File: config.mk
export PLATFORM = sky130hd
export DESIGN_NAME = vend_ctrl
export DESIGN_NICKNAME = d
export VERILOG_FILES = /design/src/rtl/vend_pkg.sv /design/src/rtl/vend_credit_fsm.sv /design/src/rtl/vend_release_timer.sv /design/src/rtl/vend_open_decode.sv /design/src/rtl/vend_ctrl.sv
export SDC_FILE = /design/constraint.sdc
export NUM_CORES = 1
export LEC_CHECK = 0
export BUFFER_PORTS_ARGS = -buffer_cell sky130_fd_sc_hd__buf_2
export CAP_MARGIN = 20
export CELL_PAD_IN_SITES_DETAIL_PLACEMENT = 0
export CELL_PAD_IN_SITES_GLOBAL_PLACEMENT = 1
export CORE_AREA = 2 2 39 41
export DETAILED_ROUTE_END_ITERATION = 10
export DIE_AREA = 0 0 41 43
export PLACE_DENSITY = 0.81
export SLEW_MARGIN = 20
export SYNTH_ARGS = -nofsm -noshare
export SYNTH_HDL_FRONTEND = slang
export SYNTH_SLANG_ARGS = --single-unit
export TNS_END_PERCENT = 100
File: constraint.sdc
create_clock -name clk -period 3.4 [get_ports clk]
set_input_delay 0.68 -clock clk [delete_from_list [all_inputs] [get_ports clk]]
set_output_delay 0.68 -clock clk [all_outputs]
set_load 0.03 [all_outputs]
File: src/rtl/vend_pkg.sv
package vend_pkg;

    typedef enum logic [1:0] {
        CR_0  = 2'b00,
        CR_5  = 2'b01,
        CR_10 = 2'b10,
        CR_15 = 2'b11
    } credit_e;

    typedef enum logic [1:0] {
        TM_IDLE  = 2'b00,
        TM_RUN   = 2'b01,
        TM_SPENT = 2'b10
    } tmr_phase_e;

    // Credit after one accepted coin; dime wins over nickel.
    function automatic credit_e credit_add(input credit_e cur, input logic nk, input logic dm);
        credit_e nxt;
        nxt = cur;
        unique case (cur)
            CR_0:  nxt = dm ? CR_10 : (nk ? CR_5 : CR_0);
            CR_5:  nxt = dm ? CR_15 : (nk ? CR_10 : CR_5);
            CR_10: nxt = (dm || nk) ? CR_15 : CR_10;
            CR_15: nxt = CR_15;
            default: nxt = CR_0;
        endcase
        return nxt;
    endfunction

endpackage

File: src/rtl/vend_credit_fsm.sv
module vend_credit_fsm
    import vend_pkg::*;
(
    input  logic    clk,
    input  logic    clear,
    input  logic    nickel,
    input  logic    dime,
    output credit_e credit
);

    typedef struct packed {
        credit_e credit;
    } credit_st_t;

    credit_st_t st_d, st_q;

    always_comb begin
        st_d = st_q;
        if (clear) begin
            st_d.credit = CR_0;
        end else begin
            st_d.credit = credit_add(st_q.credit, nickel, dime);
        end
    end

    always_ff @(posedge clk) begin
        st_q <= st_d;
    end

    assign credit = st_q.credit;

    p_hold15_r3: assert property (@(posedge clk) disable iff (clear)
        (st_q.credit == CR_15) |=> (st_q.credit == CR_15));

    p_dime_wins_r4: assert property (@(posedge clk) disable iff (clear)
        (st_q.credit == CR_0 && dime) |=> (st_q.credit == CR_10));

    p_nickel_step_r2: assert property (@(posedge clk) disable iff (clear)
        (st_q.credit == CR_0 && nickel && !dime) |=> (st_q.credit == CR_5));

    p_idle_hold_r2: assert property (@(posedge clk) disable iff (clear)
        (!nickel && !dime) |=> $stable(st_q.credit));

endmodule

File: src/rtl/vend_release_timer.sv
module vend_release_timer
    import vend_pkg::*;
#(
    parameter int DELAY_CYCLES = 16
) (
    input  logic clk,
    input  logic rst,
    input  logic open_i,
    output logic timeout
);

    localparam int CNT_W = $clog2(DELAY_CYCLES + 1);
    localparam logic [CNT_W-1:0] LAST = CNT_W'(DELAY_CYCLES - 1);

    typedef struct packed {
        tmr_phase_e       phase;
        logic [CNT_W-1:0] cnt;
        logic             tmo;
    } tmr_st_t;

    tmr_st_t t_d, t_q;

    always_comb begin
        t_d     = t_q;
        t_d.tmo = 1'b0;
        if (rst) begin
            t_d.phase = TM_IDLE;
            t_d.cnt   = '0;
        end else begin
            unique case (t_q.phase)
                TM_IDLE: begin
                    if (open_i) begin
                        t_d.phase = TM_RUN;
                        t_d.cnt   = CNT_W'(1);
                    end
                end
                TM_RUN: begin
                    if (!open_i) begin
                        t_d.phase = TM_IDLE;
                        t_d.cnt   = '0;
                    end else if (t_q.cnt == LAST) begin
                        t_d.phase = TM_SPENT;
                        t_d.cnt   = '0;
                        t_d.tmo   = 1'b1;
                    end else begin
                        t_d.cnt = t_q.cnt + CNT_W'(1);
                    end
                end
                TM_SPENT: begin
                    if (!open_i) t_d.phase = TM_IDLE;
                end
                default: begin
                    t_d.phase = TM_IDLE;
                    t_d.cnt   = '0;
                end
            endcase
        end
    end

    always_ff @(posedge clk) begin
        t_q <= t_d;
    end

    assign timeout = t_q.tmo;

    p_tmo_single_r7: assert property (@(posedge clk) disable iff (rst)
        t_q.tmo |=> !t_q.tmo);

    p_tmo_while_open_r7: assert property (@(posedge clk) disable iff (rst)
        t_q.tmo |-> open_i);

    p_rearm_low_r9: assert property (@(posedge clk) disable iff (rst)
        (t_q.phase == TM_SPENT && open_i) |=> (t_q.phase == TM_SPENT));

endmodule

File: src/rtl/vend_open_decode.sv
module vend_open_decode
    import vend_pkg::*;
(
    input  credit_e credit,
    input  logic    nickel,
    input  logic    dime,
    input  logic    ext_rst,
    output logic    open_moore,
    output logic    open_mealy
);

    logic q1, q0;

    always_comb begin
        q1         = credit[1];
        q0         = credit[0];
        open_moore = q1 & q0;
        open_mealy = ~ext_rst & ((q1 & q0) | (dime & q0) | (dime & q1) | (nickel & q1));
    end

endmodule

File: src/rtl/vend_ctrl.sv
module vend_ctrl #(
    parameter int DELAY_CYCLES = 16
) (
    input  logic clk,
    input  logic ext_rst,
    input  logic nickel,
    input  logic dime,
    output logic open_moore,
    output logic open_mealy,
    output logic release_timeout
);

    import vend_pkg::*;

    credit_e credit;
    logic    tmo;
    logic    eff_rst;

    assign eff_rst = ext_rst | tmo;

    vend_credit_fsm u_credit (
        .clk    (clk),
        .clear  (eff_rst),
        .nickel (nickel),
        .dime   (dime),
        .credit (credit)
    );

    vend_open_decode u_decode (
        .credit     (credit),
        .nickel     (nickel),
        .dime       (dime),
        .ext_rst    (ext_rst),
        .open_moore (open_moore),
        .open_mealy (open_mealy)
    );

    vend_release_timer #(
        .DELAY_CYCLES (DELAY_CYCLES)
    ) u_timer (
        .clk     (clk),
        .rst     (ext_rst),
        .open_i  (open_moore),
        .timeout (tmo)
    );

    assign release_timeout = tmo;

    p_tmo_clears_r8: assert property (@(posedge clk) disable iff (ext_rst)
        release_timeout |=> !open_moore);

    p_moore_in_mealy_r6: assert property (@(posedge clk) disable iff (ext_rst)
        open_moore |-> open_mealy);

endmodule

==> results of run 1 <==
-- registers in the layout, summed over array words and instances (netlist names) --
name and cells:
u_timer.t_q 7, u_credit.credit 2, u_timer.timeout 1
-- synth_stat cells, drive strengths merged --
| master | number |
|---|---|
| or3 | 1 |
| o32ai | 1 |
| and4b | 2 |
| o21ai | 2 |
| buf | 1 |
| nor2 | 1 |
| nand3 | 3 |
| nand2b | 5 |
| nand2 | 4 |
| ha | 1 |
| a21oi | 4 |
| inv | 2 |
| a211oi | 3 |
| nor3 | 3 |
| nor3b | 2 |
| nor4 | 1 |
| xor2 | 1 |
| a221oi | 1 |
| nand3b | 4 |
| or2b | 1 |
| dfxtp | 10 |
| nand4b | 1 |
-- worst min-delay path by stage --
stage,to,from,slack (ns),depth (start not counted)
after floorplan,u_timer.t_q[5],u_timer.t_q[5],0.43,2
after detailed placement,u_credit.credit[1],u_timer.timeout,0.45,1
final,u_credit.credit[1],u_timer.timeout,0.46,1
after global placement,u_credit.credit[1],u_timer.timeout,0.44,1
after CTS,u_credit.credit[1],u_timer.timeout,0.46,1
after global routing,u_credit.credit[1],u_timer.timeout,0.48,1
-- layout make-up --
cell class / instances / area [um^2] / share of cell area [%]
clock buffer: 4 / 36.3 / 6.37
inverter: 2 / 7.51 / 1.32
multi-input combinational: 41 / 275 / 48.4
sequential: 10 / 200 / 35.2
tap: 16 / 20.0 / 3.52
timing repair buffer: 6 / 30.0 / 5.27
-- worst max-delay path, stage by stage --
cell and delay [ns]:
buf_2 0.12, nor3_1 0.24, nor3_1 0.07, buf_2 0.18
-- power breakdown --
group	switching (W)	total, W	internal, W
sequential	0.00000528	0.000126	0.000120
combinational	0.0000124	0.0000211	0.00000875
clock	0.0000433	0.000108	0.0000650
total	0.0000609	0.000255	0.000194
-- logic make-up after synthesis --
| group | Yosys count | share of synthesized area [%] |
|---|---|---|
| buffers and inverters | 3 | 2.31 |
| adders and majority gates | 1 | 2.57 |
| and+or+nand+nor | 28 | 36.5 |
| xor gates and xnor gates | 1 | 1.80 |
| AOI/OAI and AO/OA | 11 | 15.7 |
| DFF | 10 | 41.1 |
-- metal layers --
layer / routed length [um] / vias to the layer above / GRT usage, %
met4: 0 / 0 / 10.0
met5: 0 / - / 0
met1: 452 / 190 / 17.9
met2: 413 / 6 / 15.9
li1: - / 221 / -
met3: 23 / 0 / 7.85
-- per-stage QoR --
step | instance area [um^2] | util, % | hold slack, ns | power (W)
global placement | 533 | 38.5 | 0.444 | 0.000150
finish | 569 | 41.1 | 0.459 | 0.000255
CTS | 569 | 41.1 | 0.462 | 0.000257
global route | 569 | 41.1 | 0.480 | 0.000273
detailed placement | 533 | 38.5 | 0.445 | 0.000150
floorplan | 487 | - | 0.430 | 0.000142
==> results.md, run 1 <==
- Die W: 41 um
- Fin Setup TNS: 0 ns
- Wirelength, routed: 889 um
- CTS tree: yes
- # placed instances: 75
- MaxCap Viol Count: 0
- Layout Skew: 0.00256 ns
- Reg clk slew, reported paths: 0.07 ns
- IO buf count: 6
- Mean Syn Cell Area: 9.01 um^2
- Largest area contributor in the netlist: dfxtp_1
- Grt ovf: 0
- First-pass GRT wire length: 1570 um
- Synth Net Count: 59
- Starting Density: 35.2%
- CP Launch Type: input port
- Initial DRC count: 12
- Ranking of synthesized cells by area: dfxtp_1, nand2b_1, nand3b_1
- Sequential share of the synthesized area: 41.1%
- Via Count: 417
- Largest net degree at the start of global routing: 15
- Tmin final: 1.97 ns
- DP Worst Slack: 1.43 ns
- R2R Path Start: u_timer.t_q[1]
- Cell Count, Final, Fillers Out: 79
- ANT cells: 0
- Worst setup EP type: primary output
- Max IR drop VDD: 195 uV
- CP startpoint: dime
- Distinct cells, synth: 23
- Number of synthesized register bits: 10
- Routed WL per cell: 11.3 um
- Crit path kind: in -> out
- Sink Count: 10
- Vias per cell: 5.28
- Worst slew margin: 82.8%
- Status: completed
- DRC: 0
- Top-area cell type share of the netlist area: 41.1%
- Commonest cells after routing, fill and taps aside: dfxtp_1, buf_2, nand2b_1
- PwrDens: 448 nW/um^2
- Setup bufs post-CTS: 0
- Leak: 0.212 nW
- Arrival time worst endpoint: 1.29 ns
- Final Cycle Share: 57.9%
- Syn Std Cell Area: 487 um^2
- Worst r2r dst: u_timer.t_q[1]
- Post-DP HPWL: 584 um
- Setup violations, final: 0
- Max Slew Vio Count: 0
- Hold Crit Class: reg -> reg
- Fmax: 508 MHz
- Final worst-path setup slack: 1.43 ns
- Fraction of layout cells with a size suffix above 1: 19.0%
- FP Rows: 14
- Commonest non-fill, non-tap cell in the layout: dfxtp_1
- Num CTS Buffers: 3
- Routability congestion estimate: 0.676
- Die Y: 43 um
- H-tree depth: 1
- Clock Latency Late Sink: 0.26 ns
- Core ar.: 1380 um^2
- Worst reg2reg setup slack: 1.97 ns
- Gr usage total: 13.7%
- Cts repair resizes: 0
- Crit path to: open_mealy
- Initial antenna violation count: 0
- Clk buf depth: 2
- Antenna Nets Post-Route: 0
- Worst Tran Pin Value: 0.257 ns
- Synth-to-Final Area Change: 17.0%
- Vias in the first global route: 387
- CP Max Fanout: 5
- DRT Pass-1 Iters: 4
- Net count, final: 69
- Fin. Hold Viols: 0
- Synth Instances: 54
- Die Area: 1760 um^2
- I/O pins: 7
- Ys Warns: 0
- RSZ-0062 raised after global routing: no
- Clock root buffer: clkbuf_4
- Critical Path RT: 2.72 ns
- Hold buffer count at cts: 0
- R2r worst-path depth: 4
- Filler Cell Count: 138
No activity file was read; power rests on OpenSTA's default activity.
==> inputs of run 2 (changes only) <==
==> constraint.sdc (replaced) <==
create_clock -name clk -period 1.87 [get_ports clk]
set_input_delay 0.374 -clock clk [delete_from_list [all_inputs] [get_ports clk]]
set_output_delay 0.374 -clock clk [all_outputs]
set_load 0.03 [all_outputs]
==> results.md, run 2 (same netlist as run 1, synthesis figures left out) <==
- Worst r2r dst: u_timer.t_q[1]
- Final Cycle Share: 82.3%
- Cell Count, Final, Fillers Out: 78
- Reg clk slew, reported paths: 0.05 ns
- Crit path kind: reg -> out
- CP Max Fanout: 8
- Worst Tran Pin Value: 0.236 ns
- Area occupied by multi-input gates: 275 um^2
- Vias per cell: 5.46
- Fmax: 650 MHz
- Fin Setup TNS: 0 ns
- Via Count: 426
- Final total power: 0.000409 W
- GR Util met3: 9.42%
- Max IR drop VDD: 449 uV
- Fraction of layout cells with a size suffix above 1: 17.7%
- MaxCap Viol Count: 0
- Routability congestion estimate: 0.716
- Max incr delay on CP: 0.43 ns
- Cts repair resizes: 0
- Clk buf depth: 2
- Worst setup EP type: primary output
- Hold buffer count at cts: 0
- Fin. Hold Viols: 0
- Grt ovf: 0
- Leak: 0.205 nW
- Register area: 200 um^2
- Max Slew Vio Count: 0
- PwrDens: 736 nW/um^2
- Met1 Track Usage GR: 19.8%
- Synth-to-Final Area Change: 14.1%
- Layout Skew: 0.0120 ns
- Hold Crit Class: in -> reg
- Clock Latency Late Sink: 0.26 ns
- IO buf count: 6
- CTS tree: yes
- Worst Hold Path Cells: 3
- Antenna Nets Post-Route: 0
- Reg with most FFs: u_timer.t_q
- RSZ-0062 raised after global routing: no
- Filler Cell Count: 140
- H-tree depth: 1
- Gr usage total: 13.4%
- Die W: 41 um
- Critical Path RT: 1.50 ns
- CP Launch Type: register
- Met2 Track Usage GR: 15.0%
- Busiest grt layer: met1
- Setup violations, final: 0
- Worst Path Buf+Inv: 1
- Crit path cell chain: a21oi_1 -> nor3_1 -> buf_2
- Initial DRC count: 11
- Routed WL per cell: 11.6 um
- Worst path slowest cell: dfxtp_1
- Setup bufs post-CTS: 0
- Clock root buffer: clkbuf_4
- FP Rows: 14
- Hold Startpoint: nickel
- Post-DP HPWL: 654 um
- Commonest cells after routing, fill and taps aside: dfxtp_1, buf_2, nand2b_1
- DRT Pass-1 Iters: 4
- Commonest non-fill, non-tap cell in the layout: dfxtp_1
- Net count, final: 69
- First-pass GRT wire length: 1550 um
- Tmin final: 1.54 ns
- Starting Density: 35.2%
- Initial antenna violation count: 0
- R2R Path Start: u_timer.t_q[1]
- Worst reg2reg setup slack: 0.44 ns
- DRC: 0
- Sink Count: 10
- Vias in the first global route: 346
- Arrival time worst endpoint: 1.17 ns
- Die Area: 1760 um^2
- Worst slew margin: 84.3%
- I/O pins: 7
- Wirelength, routed: 906 um
- Status: completed
- Core ar.: 1380 um^2
- Crit path max-delay family: flip-flops
- Worst Hold Path EP: u_credit.credit[1]
- Largest net degree at the start of global routing: 15
- ANT cells: 0
- Num CTS Buffers: 3
- # placed instances: 75
- Max reg flops: 7
- Die Y: 43 um
- R2r worst-path depth: 4
[run 2: changes by cell type in the layout (fill, tap and decap cells not counted), sizes merged]
cell and delta:
clkbuf -1
[run 2: worst register-to-register path, cell delays in order, from the launching register on]
cell	delay [ns]
dfxtp_1	0.33
ha_1	0.26
and4b_4	0.23
or3_1	0.32
a221oi_2	0.21
[run 2: power by group]
group          internal (W)  switching (W)  total (W)
Sequential         0.000219     0.00000880   0.000228
Combinational     0.0000159      0.0000230  0.0000389
Clock             0.0000739      0.0000683   0.000142
[run 2: area by class of cell]
| type | instances | area share [%] |
|---|---|---|
| repair buffers | 6 | 5.41 |
| well taps | 16 | 3.60 |
| multi-input cells | 41 | 49.5 |
| flip-flops and latches | 10 | 36.0 |
| inverters | 2 | 1.35 |
| clock buffers | 3 | 4.05 |
[run 2: per-stage QoR]
step                instance area (um^2)  setup slack, ns  utilization (%)  hold slack (ns)
finish                               556            0.331             40.1            0.445
global route                         556            0.217             40.1            0.462
CTS                                  556            0.309             40.1            0.440
detailed placement                   533            0.439             38.5            0.456
global placement                     533            0.454             38.5            0.450
floorplan                            487            0.219                -            0.430
[run 2: worst max-delay path by stage]
stage | start | end | slack (ns) | depth (start not counted)
after floorplan | ext_rst | open_mealy | 0.22 | 2
final | u_credit.credit[0] | open_mealy | 0.33 | 3
after detailed placement | u_timer.t_q[1] | u_timer.t_q[1] | 0.44 | 4
after global placement | u_timer.t_q[1] | u_timer.t_q[1] | 0.45 | 4
after CTS | u_credit.credit[0] | open_mealy | 0.31 | 3
after global routing | u_credit.credit[0] | open_mealy | 0.22 | 3
[run 2: metal layers]
metal / up-vias / share of wire, %
met5: - / 0
met1: 193 / 49
met2: 14 / 46
li1: 219 / -
met3: 0 / 5.0
met4: 0 / 0
==> inputs of run 3 (changes only) <==
--- a/config.mk
+++ b/config.mk
@@ -9,10 +9,10 @@
 export CAP_MARGIN = 20
 export CELL_PAD_IN_SITES_DETAIL_PLACEMENT = 0
 export CELL_PAD_IN_SITES_GLOBAL_PLACEMENT = 1
-export CORE_AREA = 2 2 39 41
+export CORE_AREA = 2 2 41 43
 export DETAILED_ROUTE_END_ITERATION = 10
-export DIE_AREA = 0 0 41 43
-export PLACE_DENSITY = 0.81
+export DIE_AREA = 0 0 43 45
+export PLACE_DENSITY = 0.77
 export SLEW_MARGIN = 20
 export SYNTH_ARGS = -nofsm -noshare
 export SYNTH_HDL_FRONTEND = slang
==> constraint.sdc (replaced) <==
create_clock -name clk -period 1.3 [get_ports clk]
set_input_delay 0.26 -clock clk [delete_from_list [all_inputs] [get_ports clk]]
set_output_delay 0.26 -clock clk [all_outputs]
set_load 0.03 [all_outputs]
==> results.md, run 3 (same netlist as run 1, synthesis figures left out) <==
- Routed WL per cell: 13.4 um
- R2r worst-path depth: 4
- DP Worst Slack: -0.0247 ns
- Leak: 0.255 nW
- RSZ-0062 raised after global routing: yes
- Placed cell areas: 586 um^2
- Clk buf depth: 2
- I/O pins: 7
- Grt ovf: 0
- Arrival time worst endpoint: 1.47 ns
- Status: complete, but fails checks
- Commonest cells after routing, fill and taps aside: buf_4, dfxtp_1, nand2b_1, buf_2
- Die Y: 45 um
- Reg with most FFs: u_timer.t_q
- Starting Density: 33.1%
- FP Rows: 14
- Fmax: 768 MHz
- First-pass GRT wire length: 1950 um
- Hold buffer count at cts: 0
- Fin. Hold Viols: 0
- Layout Skew: 0.00150 ns
- CTS tree: yes
- Max Slew Vio Count: 0
- Failing checks: setup timing
- Worst Hold Path EP: u_timer.timeout
- Critical Path RT: 1.47 ns
- Core ar.: 1470 um^2
- R2R Path Start: u_timer.t_q[2]
- Cell Count, Final, Fillers Out: 87
- Synth-to-Final Area Change: 37.0%
- IO buf count: 6
- Post-DP HPWL: 826 um
- # placed instances: 81
- MaxCap Viol Count: 0
- Commonest non-fill, non-tap cell in the layout: buf_4
- Worst slew margin: 84.6%
- Worst reg2reg setup slack: -0.002 ns
- Setup violations, final: 1
- Vias in the first global route: 483
- Fraction of layout cells with a size suffix above 1: 39.4%
- Max reg flops: 7
- Tmin final: 1.30 ns
- Net count, final: 78
- CP Max Fanout: 2
- Gr usage total: 13.9%
- Reg clk slew, reported paths: 0.06 ns
- Final Cycle Share: 100%
- Routability congestion estimate: 0.805
- Final worst-path setup slack: -0.00212 ns
- Worst setup EP type: register
- ANT cells: 0
- Filler Cell Count: 152
- Core Util, Final: 45.3%
- Crit path kind: reg -> reg
- Vias per cell: 5.59
- Sink Count: 10
- Die W: 43 um
- Initial antenna violation count: 0
- Die Area: 1940 um^2
- Worst Hold Path Cells: 2
- Hold Crit Class: in -> reg
- Hold Startpoint: ext_rst
- DRT Pass-1 Iters: 4
- Clock Latency Late Sink: 0.26 ns
- Initial DRC count: 13
- Wirelength, routed: 1170 um
- Worst r2r dst: u_timer.t_q[1]
- Max IR drop VDD: 497 uV
- PwrDens: 918 nW/um^2
- Clock root buffer: clkbuf_4
- Largest net degree at the start of global routing: 10
- Post-route cell area: 667 um^2
- CP Launch Type: register
- Via Count: 486
- Worst hold slack: 0.256 ns
- Antenna Nets Post-Route: 0
- H-tree depth: 1
- Num CTS Buffers: 3
- DRC: 0
- Worst Tran Pin Value: 0.231 ns
==> run 3: power breakdown <==
| group | internal [W] | switching (W) |
|---|---|---|
| sequential | 0.000317 | 0.0000134 |
| clock | 0.000106 | 0.0000952 |
| combinational | 0.0000372 | 0.0000437 |
| total | 0.000460 | 0.000152 |
==> run 3: metrics by stage <==
| step | power, W | TNS [ns] |
|---|---|---|
| after floorplan | 0.000375 | 0 |
| after global placement | 0.000399 | 0 |
| after detailed placement | 0.000401 | -0.0247 |
| after CTS | 0.000614 | -0.00610 |
| after global routing | 0.000637 | -0.0537 |
| final | 0.000612 | -0.00212 |
==> run 3: cell type report <==
type	instances	area, um^2	share of cell area, %
clock buffers	3	22.5	3.38
inverters	2	7.51	1.13
multi-input cells	41	309	46.3
flip-flops and latches	10	208	31.1
well taps	16	20.0	3.00
repair buffers	15	100	15.0
==> run 3: routing by layer <==
layer | track usage, % | wire [um]
met2 | 24.5 | 599
met3 | 2.40 | 26
met1 | 16.3 | 541
met5 | 0 | 0
met4 | 7.27 | 0
==> run 3: how the worst max path moves through the flow <==
stage / cells after the start / endpoint / start / slack (ns)
2_1_floorplan: 4 / u_timer.t_q[1] / u_timer.t_q[1] / 0.005
3_5_place_dp: 4 / u_timer.t_q[1] / u_timer.t_q[2] / -0.02
6_report: 4 / u_timer.t_q[1] / u_timer.t_q[2] / -0.002
5_1_grt: 4 / u_timer.t_q[1] / u_timer.t_q[2] / -0.04
3_3_place_gp: 4 / u_timer.t_q[1] / u_timer.t_q[2] / 0.04
4_1_cts: 4 / u_timer.t_q[1] / u_timer.t_q[2] / -0.006
==> run 3: critical path, stage by stage, from the launching register on <==
cell	delay, ns
dfxtp_2	0.34
ha_4	0.15
and4b_4	0.19
or3_4	0.33
a221oi_2	0.21
==> run 3: repair_timing <==
| item | in CTS | in global routing |
|---|---|---|
| gates resized for setup | 10 | 0 |
| setup endpoints to repair | 3 | 2 |
| buffers inserted | 3 | 0 |
| pin swaps | 2 | 0 |
